==> src/rtl/xsp_pkg.sv <==
package xsp_pkg;

    localparam int XLEN = 32;
    localparam int RAW  = 5;
    localparam int SHW  = $clog2(XLEN);
    localparam int FW   = 4;
    localparam int HALF = XLEN / 2;

    typedef enum logic [1:0] {
        CLS_ALU = 2'd0,
        CLS_MAC = 2'd1,
        CLS_LSU = 2'd2,
        CLS_RSV = 2'd3
    } op_class_e;

    typedef enum logic [1:0] {
        SH_NONE = 2'd0,
        SH_LSL  = 2'd1,
        SH_LSR  = 2'd2,
        SH_ASR  = 2'd3
    } shift_e;

    typedef enum logic [1:0] {
        AR_ADD = 2'd0,
        AR_SUB = 2'd1,
        AR_AND = 2'd2,
        AR_XOR = 2'd3
    } arith_e;

    typedef struct packed {
        logic            valid;
        logic [RAW-1:0]  dst;
        logic [XLEN-1:0] data;
    } lane_res_t;

endpackage

==> src/rtl/xsp_alu_lane.sv <==
module xsp_alu_lane
    import xsp_pkg::*;
(
    input  logic            clk,
    input  logic            rst_n,
    input  logic            in_valid,
    input  logic [FW-1:0]   in_func,
    input  logic [SHW-1:0]  in_shamt,
    input  logic [RAW-1:0]  in_dst,
    input  logic [XLEN-1:0] in_a,
    input  logic [XLEN-1:0] in_b,
    output lane_res_t       out_res,
    output logic            out_sat
);

    localparam logic [XLEN-1:0] SAT_MAX = {1'b0, {(XLEN-1){1'b1}}};
    localparam logic [XLEN-1:0] SAT_MIN = {1'b1, {(XLEN-1){1'b0}}};

    typedef struct packed {
        logic            valid;
        logic [RAW-1:0]  dst;
        arith_e          op;
        logic [XLEN-1:0] a;
        logic [XLEN-1:0] b;
    } shf_st_t;

    typedef struct packed {
        logic            valid;
        logic [RAW-1:0]  dst;
        logic [XLEN-1:0] res;
        logic            ovf;
        logic            neg;
    } ari_st_t;

    typedef struct packed {
        logic            valid;
        logic [RAW-1:0]  dst;
        logic [XLEN-1:0] res;
        logic            sat;
    } clp_st_t;

    typedef struct packed {
        shf_st_t shf;
        ari_st_t ari;
        clp_st_t clp;
    } alu_st_t;

    alu_st_t         st_d, st_q;
    shift_e          sh_kind;
    logic [XLEN-1:0] shifted;
    logic [XLEN-1:0] sum;
    logic [XLEN-1:0] diff;
    logic            a_msb;
    logic            b_msb;

    always_comb begin
        st_d    = st_q;
        sh_kind = shift_e'(in_func[1:0]);

        // shift step
        case (sh_kind)
            SH_LSL:  shifted = in_b << in_shamt;
            SH_LSR:  shifted = in_b >> in_shamt;
            SH_ASR:  shifted = $signed(in_b) >>> in_shamt;
            default: shifted = in_b;
        endcase
        st_d.shf.valid = in_valid;
        st_d.shf.dst   = in_dst;
        st_d.shf.op    = arith_e'(in_func[3:2]);
        st_d.shf.a     = in_a;
        st_d.shf.b     = shifted;

        // arithmetic / logic step
        sum   = st_q.shf.a + st_q.shf.b;
        diff  = st_q.shf.a - st_q.shf.b;
        a_msb = st_q.shf.a[XLEN-1];
        b_msb = st_q.shf.b[XLEN-1];
        st_d.ari.valid = st_q.shf.valid;
        st_d.ari.dst   = st_q.shf.dst;
        st_d.ari.neg   = a_msb;
        case (st_q.shf.op)
            AR_ADD: begin
                st_d.ari.res = sum;
                st_d.ari.ovf = (a_msb == b_msb) && (sum[XLEN-1] != a_msb);
            end
            AR_SUB: begin
                st_d.ari.res = diff;
                st_d.ari.ovf = (a_msb != b_msb) && (diff[XLEN-1] != a_msb);
            end
            AR_AND: begin
                st_d.ari.res = st_q.shf.a & st_q.shf.b;
                st_d.ari.ovf = 1'b0;
            end
            default: begin
                st_d.ari.res = st_q.shf.a ^ st_q.shf.b;
                st_d.ari.ovf = 1'b0;
            end
        endcase

        // saturation step
        st_d.clp.valid = st_q.ari.valid;
        st_d.clp.dst   = st_q.ari.dst;
        st_d.clp.sat   = st_q.ari.valid && st_q.ari.ovf;
        if (st_q.ari.ovf) begin
            st_d.clp.res = st_q.ari.neg ? SAT_MIN : SAT_MAX;
        end else begin
            st_d.clp.res = st_q.ari.res;
        end
    end

    always_ff @(posedge clk or negedge rst_n) begin
        if (!rst_n) begin
            st_q <= '0;
        end else begin
            st_q <= st_d;
        end
    end

    assign out_res.valid = st_q.clp.valid;
    assign out_res.dst   = st_q.clp.dst;
    assign out_res.data  = st_q.clp.res;
    assign out_sat       = st_q.clp.sat;

    AST_SAT_CLAMP: assert property (@(posedge clk) disable iff (!rst_n)
        (st_q.clp.valid && st_q.clp.sat) |-> (st_q.clp.res == SAT_MAX || st_q.clp.res == SAT_MIN));

    AST_LOGIC_UNCLAMPED: assert property (@(posedge clk) disable iff (!rst_n)
        (st_q.shf.valid && (st_q.shf.op == AR_AND || st_q.shf.op == AR_XOR)) |=> !st_q.ari.ovf);

endmodule

==> src/rtl/xsp_mac_lane.sv <==
module xsp_mac_lane
    import xsp_pkg::*;
(
    input  logic            clk,
    input  logic            rst_n,
    input  logic            in_valid,
    input  logic            in_acc,
    input  logic [RAW-1:0]  in_dst,
    input  logic [XLEN-1:0] in_a,
    input  logic [XLEN-1:0] in_b,
    input  logic [XLEN-1:0] in_c,
    output lane_res_t       out_res
);

    typedef struct packed {
        logic            valid;
        logic [RAW-1:0]  dst;
        logic            acc;
        logic [XLEN-1:0] c;
        logic [HALF-1:0] a_hi;
        logic [XLEN-1:0] b;
        logic [XLEN-1:0] part;
    } m1_st_t;

    typedef struct packed {
        logic            valid;
        logic [RAW-1:0]  dst;
        logic            acc;
        logic [XLEN-1:0] c;
        logic [XLEN-1:0] part;
    } m2_st_t;

    typedef struct packed {
        logic            valid;
        logic [RAW-1:0]  dst;
        logic [XLEN-1:0] res;
    } m3_st_t;

    typedef struct packed {
        m1_st_t m1;
        m2_st_t m2;
        m3_st_t m3;
    } mac_st_t;

    mac_st_t         st_d, st_q;
    logic [XLEN-1:0] lo_prod;
    logic [XLEN-1:0] hi_prod;

    always_comb begin
        st_d = st_q;

        // step 1: low half of the first operand times the second
        lo_prod = {{HALF{1'b0}}, in_a[HALF-1:0]} * in_b;
        st_d.m1.valid = in_valid;
        st_d.m1.dst   = in_dst;
        st_d.m1.acc   = in_acc;
        st_d.m1.c     = in_c;
        st_d.m1.a_hi  = in_a[XLEN-1:HALF];
        st_d.m1.b     = in_b;
        st_d.m1.part  = lo_prod;

        // step 2: add the high half contribution
        hi_prod = {{HALF{1'b0}}, st_q.m1.a_hi} * st_q.m1.b;
        st_d.m2.valid = st_q.m1.valid;
        st_d.m2.dst   = st_q.m1.dst;
        st_d.m2.acc   = st_q.m1.acc;
        st_d.m2.c     = st_q.m1.c;
        st_d.m2.part  = st_q.m1.part + {hi_prod[HALF-1:0], {HALF{1'b0}}};

        // step 3: optional accumulate
        st_d.m3.valid = st_q.m2.valid;
        st_d.m3.dst   = st_q.m2.dst;
        st_d.m3.res   = st_q.m2.part + (st_q.m2.acc ? st_q.m2.c : '0);
    end

    always_ff @(posedge clk or negedge rst_n) begin
        if (!rst_n) begin
            st_q <= '0;
        end else begin
            st_q <= st_d;
        end
    end

    assign out_res.valid = st_q.m3.valid;
    assign out_res.dst   = st_q.m3.dst;
    assign out_res.data  = st_q.m3.res;

    AST_MAC_PLAIN: assert property (@(posedge clk) disable iff (!rst_n)
        (st_q.m2.valid && !st_q.m2.acc) |=> (st_q.m3.res == $past(st_q.m2.part)));

endmodule

==> src/rtl/xsp_lsu_lane.sv <==
module xsp_lsu_lane
    import xsp_pkg::*;
#(
    parameter int MEM_WORDS = 16
) (
    input  logic                         clk,
    input  logic                         rst_n,
    input  logic                         in_valid,
    input  logic                         in_store,
    input  logic [RAW-1:0]               in_dst,
    input  logic [$clog2(MEM_WORDS)-1:0] in_a,
    input  logic [$clog2(MEM_WORDS)-1:0] in_b,
    input  logic [XLEN-1:0]              in_c,
    output lane_res_t                    out_res
);

    localparam int IDXW = $clog2(MEM_WORDS);

    typedef struct packed {
        logic            valid;
        logic [RAW-1:0]  dst;
        logic            store;
        logic [IDXW-1:0] idx;
        logic [XLEN-1:0] sdata;
    } ag_st_t;

    typedef struct packed {
        logic            valid;
        logic [RAW-1:0]  dst;
        logic            store;
        logic [IDXW-1:0] idx;
        logic [XLEN-1:0] sdata;
        logic [XLEN-1:0] ldata;
    } d1_st_t;

    typedef struct packed {
        logic            valid;
        logic [RAW-1:0]  dst;
        logic [XLEN-1:0] data;
    } d2_st_t;

    typedef struct packed {
        ag_st_t ag;
        d1_st_t d1;
        d2_st_t d2;
    } lsu_st_t;

    lsu_st_t         st_d, st_q;
    logic [XLEN-1:0] mem_q [MEM_WORDS];
    logic            fwd_hit;

    always_comb begin
        st_d = st_q;

        // address generation
        st_d.ag.valid = in_valid;
        st_d.ag.dst   = in_dst;
        st_d.ag.store = in_store;
        st_d.ag.idx   = in_a + in_b;
        st_d.ag.sdata = in_c;

        // first access step: read, bypassing a store still in flight
        fwd_hit = st_q.d1.valid && st_q.d1.store && (st_q.d1.idx == st_q.ag.idx);
        st_d.d1.valid = st_q.ag.valid;
        st_d.d1.dst   = st_q.ag.dst;
        st_d.d1.store = st_q.ag.store;
        st_d.d1.idx   = st_q.ag.idx;
        st_d.d1.sdata = st_q.ag.sdata;
        st_d.d1.ldata = fwd_hit ? st_q.d1.sdata : mem_q[st_q.ag.idx];

        // second access step: stores commit here and go silent
        st_d.d2.valid = st_q.d1.valid && !st_q.d1.store;
        st_d.d2.dst   = st_q.d1.dst;
        st_d.d2.data  = st_q.d1.ldata;
    end

    always_ff @(posedge clk or negedge rst_n) begin
        if (!rst_n) begin
            st_q <= '0;
        end else begin
            st_q <= st_d;
        end
    end

    always_ff @(posedge clk or negedge rst_n) begin
        if (!rst_n) begin
            for (int i = 0; i < MEM_WORDS; i++) begin
                mem_q[i] <= '0;
            end
        end else if (st_q.d1.valid && st_q.d1.store) begin
            mem_q[st_q.d1.idx] <= st_q.d1.sdata;
        end
    end

    assign out_res.valid = st_q.d2.valid;
    assign out_res.dst   = st_q.d2.dst;
    assign out_res.data  = st_q.d2.data;

    AST_STORE_COMMITS: assert property (@(posedge clk) disable iff (!rst_n)
        (st_q.d1.valid && st_q.d1.store) |=> (mem_q[$past(st_q.d1.idx)] == $past(st_q.d1.sdata)));

endmodule

==> src/rtl/xsplit_exec.sv <==
module xsplit_exec
    import xsp_pkg::*;
#(
    parameter int MEM_WORDS = 16
) (
    input  logic            clk,
    input  logic            rst_n,
    input  logic            iss_valid,
    input  logic [1:0]      iss_class,
    input  logic [FW-1:0]   iss_func,
    input  logic [SHW-1:0]  iss_shamt,
    input  logic [RAW-1:0]  iss_dst,
    input  logic [XLEN-1:0] iss_a,
    input  logic [XLEN-1:0] iss_b,
    input  logic [XLEN-1:0] iss_c,
    output logic            wb_en,
    output logic [RAW-1:0]  wb_addr,
    output logic [XLEN-1:0] wb_data,
    output logic            sat_sticky
);

    localparam int IDXW = $clog2(MEM_WORDS);

    typedef struct packed {
        logic            en;
        logic [RAW-1:0]  addr;
        logic [XLEN-1:0] data;
        logic            sticky;
    } wb_st_t;

    op_class_e cls;
    logic      alu_go, mac_go, lsu_go;
    lane_res_t alu_res, mac_res, lsu_res;
    logic      alu_sat;
    wb_st_t    wb_d, wb_q;

    assign cls    = op_class_e'(iss_class);
    assign alu_go = iss_valid && (cls == CLS_ALU);
    assign mac_go = iss_valid && (cls == CLS_MAC);
    assign lsu_go = iss_valid && (cls == CLS_LSU);

    xsp_alu_lane u_alu (
        .clk      (clk),
        .rst_n    (rst_n),
        .in_valid (alu_go),
        .in_func  (iss_func),
        .in_shamt (iss_shamt),
        .in_dst   (iss_dst),
        .in_a     (iss_a),
        .in_b     (iss_b),
        .out_res  (alu_res),
        .out_sat  (alu_sat)
    );

    xsp_mac_lane u_mac (
        .clk      (clk),
        .rst_n    (rst_n),
        .in_valid (mac_go),
        .in_acc   (iss_func[0]),
        .in_dst   (iss_dst),
        .in_a     (iss_a),
        .in_b     (iss_b),
        .in_c     (iss_c),
        .out_res  (mac_res)
    );

    xsp_lsu_lane #(
        .MEM_WORDS (MEM_WORDS)
    ) u_lsu (
        .clk      (clk),
        .rst_n    (rst_n),
        .in_valid (lsu_go),
        .in_store (iss_func[0]),
        .in_dst   (iss_dst),
        .in_a     (iss_a[IDXW-1:0]),
        .in_b     (iss_b[IDXW-1:0]),
        .in_c     (iss_c),
        .out_res  (lsu_res)
    );

    always_comb begin
        wb_d        = wb_q;
        wb_d.en     = alu_res.valid || mac_res.valid || lsu_res.valid;
        wb_d.sticky = wb_q.sticky || (alu_res.valid && alu_sat);
        if (alu_res.valid) begin
            wb_d.addr = alu_res.dst;
            wb_d.data = alu_res.data;
        end else if (mac_res.valid) begin
            wb_d.addr = mac_res.dst;
            wb_d.data = mac_res.data;
        end else if (lsu_res.valid) begin
            wb_d.addr = lsu_res.dst;
            wb_d.data = lsu_res.data;
        end
    end

    always_ff @(posedge clk or negedge rst_n) begin
        if (!rst_n) begin
            wb_q <= '0;
        end else begin
            wb_q <= wb_d;
        end
    end

    assign wb_en      = wb_q.en;
    assign wb_addr    = wb_q.addr;
    assign wb_data    = wb_q.data;
    assign sat_sticky = wb_q.sticky;

    AST_SINGLE_RESULT: assert property (@(posedge clk) disable iff (!rst_n)
        $onehot0({alu_res.valid, mac_res.valid, lsu_res.valid}));

    AST_WB_LATENCY: assert property (@(posedge clk) disable iff (!rst_n)
        wb_en |-> ($past(iss_valid, 4) && (wb_addr == $past(iss_dst, 4))));

    AST_RSVD_DROP: assert property (@(posedge clk) disable iff (!rst_n)
        wb_en |-> ($past(iss_class, 4) != 2'd3));

    AST_STORE_SILENT: assert property (@(posedge clk) disable iff (!rst_n)
        wb_en |-> !($past(iss_class, 4) == 2'd2 && $past(iss_func[0], 4)));

    AST_STICKY_HOLD: assert property (@(posedge clk) disable iff (!rst_n)
        sat_sticky |=> sat_sticky);

endmodule

==> config.mk <==
export PLATFORM = sky130hd
export DESIGN_NAME = xsplit_exec
export DESIGN_NICKNAME = d
export VERILOG_FILES = /design/src/rtl/xsp_pkg.sv /design/src/rtl/xsp_alu_lane.sv /design/src/rtl/xsp_mac_lane.sv /design/src/rtl/xsp_lsu_lane.sv /design/src/rtl/xsplit_exec.sv
export SDC_FILE = /design/constraint.sdc
export NUM_CORES = 2
export LEC_CHECK = 0
export ABC_AREA = 1
export ABC_CLOCK_PERIOD_IN_PS = 6600
export BUFFER_PORTS_ARGS = -buffer_cell sky130_fd_sc_hd__buf_2
export CAP_MARGIN = 15
export CORE_MARGIN = 4
export CORE_UTILIZATION = 42
export DETAILED_ROUTE_END_ITERATION = 8
export PLACE_DENSITY_LB_ADDON = 0.2
export SLEW_MARGIN = 10
export SYNTH_ARGS = -nofsm -noshare
export SYNTH_HDL_FRONTEND = slang
export SYNTH_SLANG_ARGS = --single-unit
==> constraint.sdc <==
create_clock -name clk -period 6.6 [get_ports clk]
set_clock_uncertainty 0.05 [all_clocks]
set_input_delay 0.66 -clock clk [delete_from_list [all_inputs] [get_ports clk]]
set_output_delay 0.66 -clock clk [all_outputs]
set_load 0.005 [all_outputs]
# == Yosys cells after proc, flatten, opt, wreduce, memory -nomap -nowiden ==
# Index checks and enable logic that the tools add are counted.
# totals
regBits,990
output_inout_bits,39
word_cells,115
# op_classes
add_sub_neg,5
mul,2
n_lt_le_gt_ge,3
eq_ne,12
n_shift,3
n_mux,15
bitwise,4
n_reduce_logical,18
# op_table
operator,count
$bwmux W512,1
$mux W32,7
$bmux W32 S4,1
$demux W32 S4,1
$mux W37,3
$pmux W33 S3,1
$add A32 B32 Y32,3
$pmux W32 S3,1
$and A32 B32 Y32,1
$mul A16 B32 Y16,1
$mul A16 B32 Y32,1
$shl A32 B5 Y32,1
$shr A32 B5 Y32,1
$sshr A32 B5 Y32,1
$sub A32 B32 Y32,1
$xor A32 B32 Y32,1
$logic_and A1 B1 Y1,11
$ge A5 B5 Y1 const B,2
$not A4 Y5,2
$eq A2 B2 Y1 const B,4
$eq A2 B1 Y1 const B,3
$lt A5 B1 Y1 const B,1
$add A4 B4 Y4,1
$eq A4 B4 Y1,1
other kinds (6),11

# == Depth between registers and ports, before layout ==
# depth
word_depth,6
mapped_depth,32
mapped_depth_nobuf,30

# == Hierarchy ==
# A second synthesis with hierarchy kept.
# hier_totals
cells_unflattened,8871
hier_area_um2,68851.0
# by_module_without_submodules
mod,n_inst,cells_per_inst,area_per_inst_um2
xsp_lsu_lane,1,3225,27764.1
xsp_mac_lane,1,2979,24747.5
xsp_alu_lane,1,2336,13992.2
xsplit_exec,1,331,2347.3

# == Worst setup path after synthesis ==
# OpenSTA, ideal clock, no wires.
# synth_path
kind,in2reg
startpoint,in iss_b[13]
endpoint,reg u_mac.st_q[132] (netlist name)
setup_time_ns,0.117
arrival_time_ns,5.892
setup_slack_ns,0.542
stages,25
cell_sequence,clkbuf_1 > buf_1 > nand2_1 > fa_1 > inv_1 > fa_1 > inv_1 > fa_1 > inv_1 > fa_1 > fa_1 > inv_1 > fa_1 > inv_1 > ha_1 > a21oi_1 > o21ai_0 > a21oi_1 > o21ai_2 > a21oi_1 > o21ai_1 > nand2_1 > nand2_1 > nand2_1 > nand2_1
# synth_between
elab_chain_cells,1
# synth_lines
item,line,rtl
start: declaration,xsplit_exec.sv:14,"input logic [XLEN-1:0] iss_b,"
$mul A16 B32 Y32,xsp_mac_lane.sv:53,"lo_prod = {{HALF{1'b0}}, in_a[HALF-1:0]} * in_b;"
named net u_mac.lo_prod[23],xsp_mac_lane.sv:46,logic [XLEN-1:0] lo_prod;
end signal: assignment,xsp_mac_lane.sv:80,st_q <= st_d;
end: declaration,xsp_mac_lane.sv:45,"mac_st_t st_d, st_q;"
# The timed path passes the listed nets, and every way through them passes these cells.
# A chain may end at the register's enable or synchronous reset.

==> impl_metrics.py <==
metrics = {
    "routing": {
        "wl_um": 206000,
        "drtIter0Drc": 5035,
        "first_pass_iters": 6,
        "drc": 0,
        "wl_per_cell_um": 21.0,
        "vias_per_cell": 5.45,
        "ant_nets": 0,
        "vias": 53500,
    },
    "clock_network": {
        "h-tree-depth": 3,
        "cts_buffers": 100,
        "clk_latency_ns": 0.75,
        "clkTransAtPathRegs_ns": 0.06,
        "cts_tree": "built",
        "cts-root-buf": "clkbuf_16",
        "cts_sinks": 958,
        "clock_path_buffers": 3,
    },
    "worst_setup_path": {
        "critical_path.most_common_cell": "inv_1",
        "endpoint": "u_mac.st_q[69]$_DFF_PN0_",
        "arrival_ns": 6.79,
        "rrSetupSlack_ns": 0.32,
        "crit_path_start": "u_mac.st_q[146]$_DFF_PN0_",
        "path_class": "flop to flop",
        "cp-start-kind": "flop",
        "slowest_delay_ns": 0.59,
        "cp.required_ns": 7.12,
        "reg2regPathDepth": 28,
        "cp_max_fo": 13,
        "rr_startpoint": "u_mac.st_q[146]$_DFF_PN0_",
        "crit_slowest_cell": "dfrtp_1",
        "worstSetupEndpointType": "flop",
        "rr_endpoint": "u_mac.st_q[69]$_DFF_PN0_",
    },
    "logic_synthesis": {
        "synth_cells": 7841,
        "muxShareOfSynthArea_pct": 0.313,
        "ys_seq_area_share_pct": 38.2,
        "yosys_warnings": 0,
        "synthSimpleGateAreaFrac_pct": 18.7,
        "synthArstFlopShare_pct": 100,
        "synth_top_area_share_pct": 38.2,
        "synthFlopType": "dfrtp_1",
        "syn_area_sq_um": 62700,
        "synthXorXnorAreaFrac_pct": 1.58,
        "syn_area_per_cell_sq_um": 8.00,
        "synth_nets": 8573,
        "synth_fa_ha_area_share_pct": 17.0,
        "synth-seq-cells": 958,
        "synth_edf_count": 0,
        "yosysTopAreaCell": "dfrtp_1",
        "yosysMostFrequentCell": "nand2_1",
        "synthTopCellsByArea": "dfrtp_1 38%, fa_1 12%, nand2_1 12%",
        "synth_compound_area_share_pct": 14.5,
        "synthTopCellsByCount": "1977 x nand2_1, 1073 x inv_1, 958 x dfrtp_1",
        "synth_top_family_by_area": "simple AND/OR/NAND/NOR gates",
        "yosysUniqueCellTypes": 62,
    },
    "pwr": {
        "switching_share_pct": 46.7,
        "combinationalPowerShare_pct": 56.4,
        "power.internal_mw": 16.9,
        "power_frac_clock_pct": 18.3,
        "p_leak_nw": 34.9,
        "pwr-share-seq_pct": 25.2,
        "power_per_cell_area_nw_per_um2": 459,
        "max-vdd-ir-drop_uv": 612,
        "power_switching_mw": 14.8,
    },
    "placed_design": {
        "hpwl_um": 145000,
        "placed_area_sq_um": 65000,
        "dp_cells": 9566,
        "gp_congestion": 0.960,
        "port_buffers": 153,
        "place_ws_ns": 0.214,
    },
    "final_layout": {
        "final_cells": 9804,
        "area_delta_synth_final_pct": 9.95,
        "final_nets": 8525,
        "drive_gt1_share_pct": 6.57,
        "design_area_sq_um": 69000,
    },
    "sta": {
        "min_period_ns": 6.28,
        "max_freq_mhz": 159,
        "whs_ns": 0.0846,
        "finalWorstSetupSlack_ns": 0.321,
        "worst_pin_slew_ns": 1.05,
        "report.final.hold_viol_count": 0,
        "slew_violations": 0,
        "period_share_pct": 95.1,
        "relSlewSlack_pct": 29.8,
        "setup_viol": 0,
    },
    "global_route": {
        "antenna_found_initial": 7,
        "grt_max_degree": 196,
        "grt_pass1_wl_um": 317000,
        "met3_usage_pct": 2.78,
        "grt_overflow": 0,
        "busiest_layer": "met2",
        "grt_pass1_vias": 51700,
        "met2_usage_pct": 41.0,
        "grt.total_usage_pct": 26.2,
        "grtUsageMet1_pct": 38.8,
    },
    "floorplan": {
        "dieArea_sq_um": 156000,
        "dieWidth_um": 394,
        "coreArea_sq_um": 148000,
        "initial_core_util_pct": 42.4,
        "boundaryPins": 154,
        "die_y_um": 394,
        "row_count": 141,
    },
    "status": {
        "status": "completed",
    },
    "worst_hold_path": {
        "hold_class": "input pin to flop",
    },
    "run": {
        "cap_viol_max_count": 0,
    },
}
[worst min path at each step]
stage / from / end / slack (ns) / cells after the start
final: iss_c[27] / u_lsu.st_d[97]$_DFF_PN0_ / 0.08 / 1
after global routing: iss_c[25] / u_lsu.st_d[95]$_DFF_PN0_ / 0.06 / 1
after floorplan: u_alu.st_d[78]$_DFF_PN0_ / u_alu.st_d[38]$_DFF_PN0_ / 0.28 / 0
after CTS: iss_c[27] / u_lsu.st_d[97]$_DFF_PN0_ / 0.02 / 1
after global placement: u_lsu.st_d[35]$_DFF_PN0_ / u_lsu.out_res[35]$_DFF_PN0_ / 0.28 / 0
after detailed placement: u_lsu.st_d[101]$_DFF_PN0_ / u_lsu.st_q[101]$_DFF_PN0_ / 0.28 / 0
[flip-flops by register name, indices dropped and copies added (netlist names)]
signal / flops
u_lsu.st_d: 80
wb_addr: 5
u_alu.a_msb: 1
u_mac.out_res: 33
u_alu.st_q: 83
u_mac.st_q: 95
wb_data: 32
u_alu.out_res: 33
u_mac.st_d: 2
u_lsu.out_res: 38
u_alu.out_sat: 1
u_alu.st_d: 2
sat_sticky: 1
u_lsu.st_q: 38
u_alu.b_msb: 1
wb_en: 1
u_lsu.mem_q: 512
[area by class of cell]
class | count | area, sq um
Inverter | 1094 | 4120
Clock buffer | 147 | 2890
Sequential cell | 958 | 24000
Fill cell | 14600 | 79100
Antenna cell | 1 | 2.50
Timing Repair Buffer | 318 | 2270
Tap cell | 1930 | 2410
Multi-Input combinational cell | 5321 | 32800
Clock inverter | 35 | 524
[routing by layer]
layer  wire [um]  part of all wire [%]  up-vias
met5          34                 0.017        -
met4        5370                   2.6        6
met3       13900                   6.8      265
met2       92900                    45     1919
met1       93800                    46    26400
li1            -                     -    24800
[cell families (layout without fill, tap and decap cells)]
family / Yosys count / count (layout)
AND/OR/NAND/NOR: 2946 / 2946
buffers and inverters: 1562 / 1594
adder cells (fa/ha/maj): 617 / 617
other: 0 / 1
flip-flops: 958 / 958
XOR/XNOR: 113 / 113
AO/OA/AOI/OAI: 1626 / 1626
multiplexers: 19 / 19
[repair_timing]
item                       CTS  global route
hold endpoints to repair   104             0
buffers inserted             0             3
hold buffers                51             0
setup endpoints to repair    0             2
gates resized for setup      0             9
[power groups by stage]
stage          Clock, mW  Combinational, mW  Sequential (mW)
6_report            5.80               17.9             7.99
3_3_place_gp           0               17.6             8.06
2_1_floorplan          0               12.5             7.69
5_1_grt             6.19               20.2             8.10
4_1_cts             5.94               17.8             7.98
3_5_place_dp           0               17.7             8.08
[stage by stage]
step / utilization (%) / power (mW) / setup TNS, ns
2_1_floorplan: - / 20.2 / 0
3_3_place_gp: 43.9 / 25.7 / 0
3_5_place_dp: 43.9 / 25.8 / 0
4_1_cts: 46.6 / 31.8 / 0
5_1_grt: 46.6 / 34.5 / -0.000647
6_report: 46.6 / 31.7 / 0
[layout by cell type, fill, tap and decap left out, types with 51 or more instances in the layout]
cell type,count
a21oi_1,221
a31oi_1,52
buf_2,152
buf_4,104
clkbuf_16,100
dfrtp_1,947
dlygate4sd3_1,51
fa_1,389
ha_1,228
inv_1,1069
nand2_1,1973
nand3_1,307
nor2_1,539
o211ai_1,69
o21ai_0,950
o21ai_1,99
o221ai_1,95
xor2_1,78
[worst max-delay path, delay by kind of cell (launching register included)]
kind / cells / cell delay, ns
xor gates and xnor gates: 1 / 0.17
AOI/OAI and AO/OA: 7 / 1.15
and+or+nand+nor: 5 / 0.42
buffers and inverters: 7 / 0.40
adders and majority gates: 8 / 3.36
DFF: 1 / 0.59
Power figures use the tool's default switching activity.
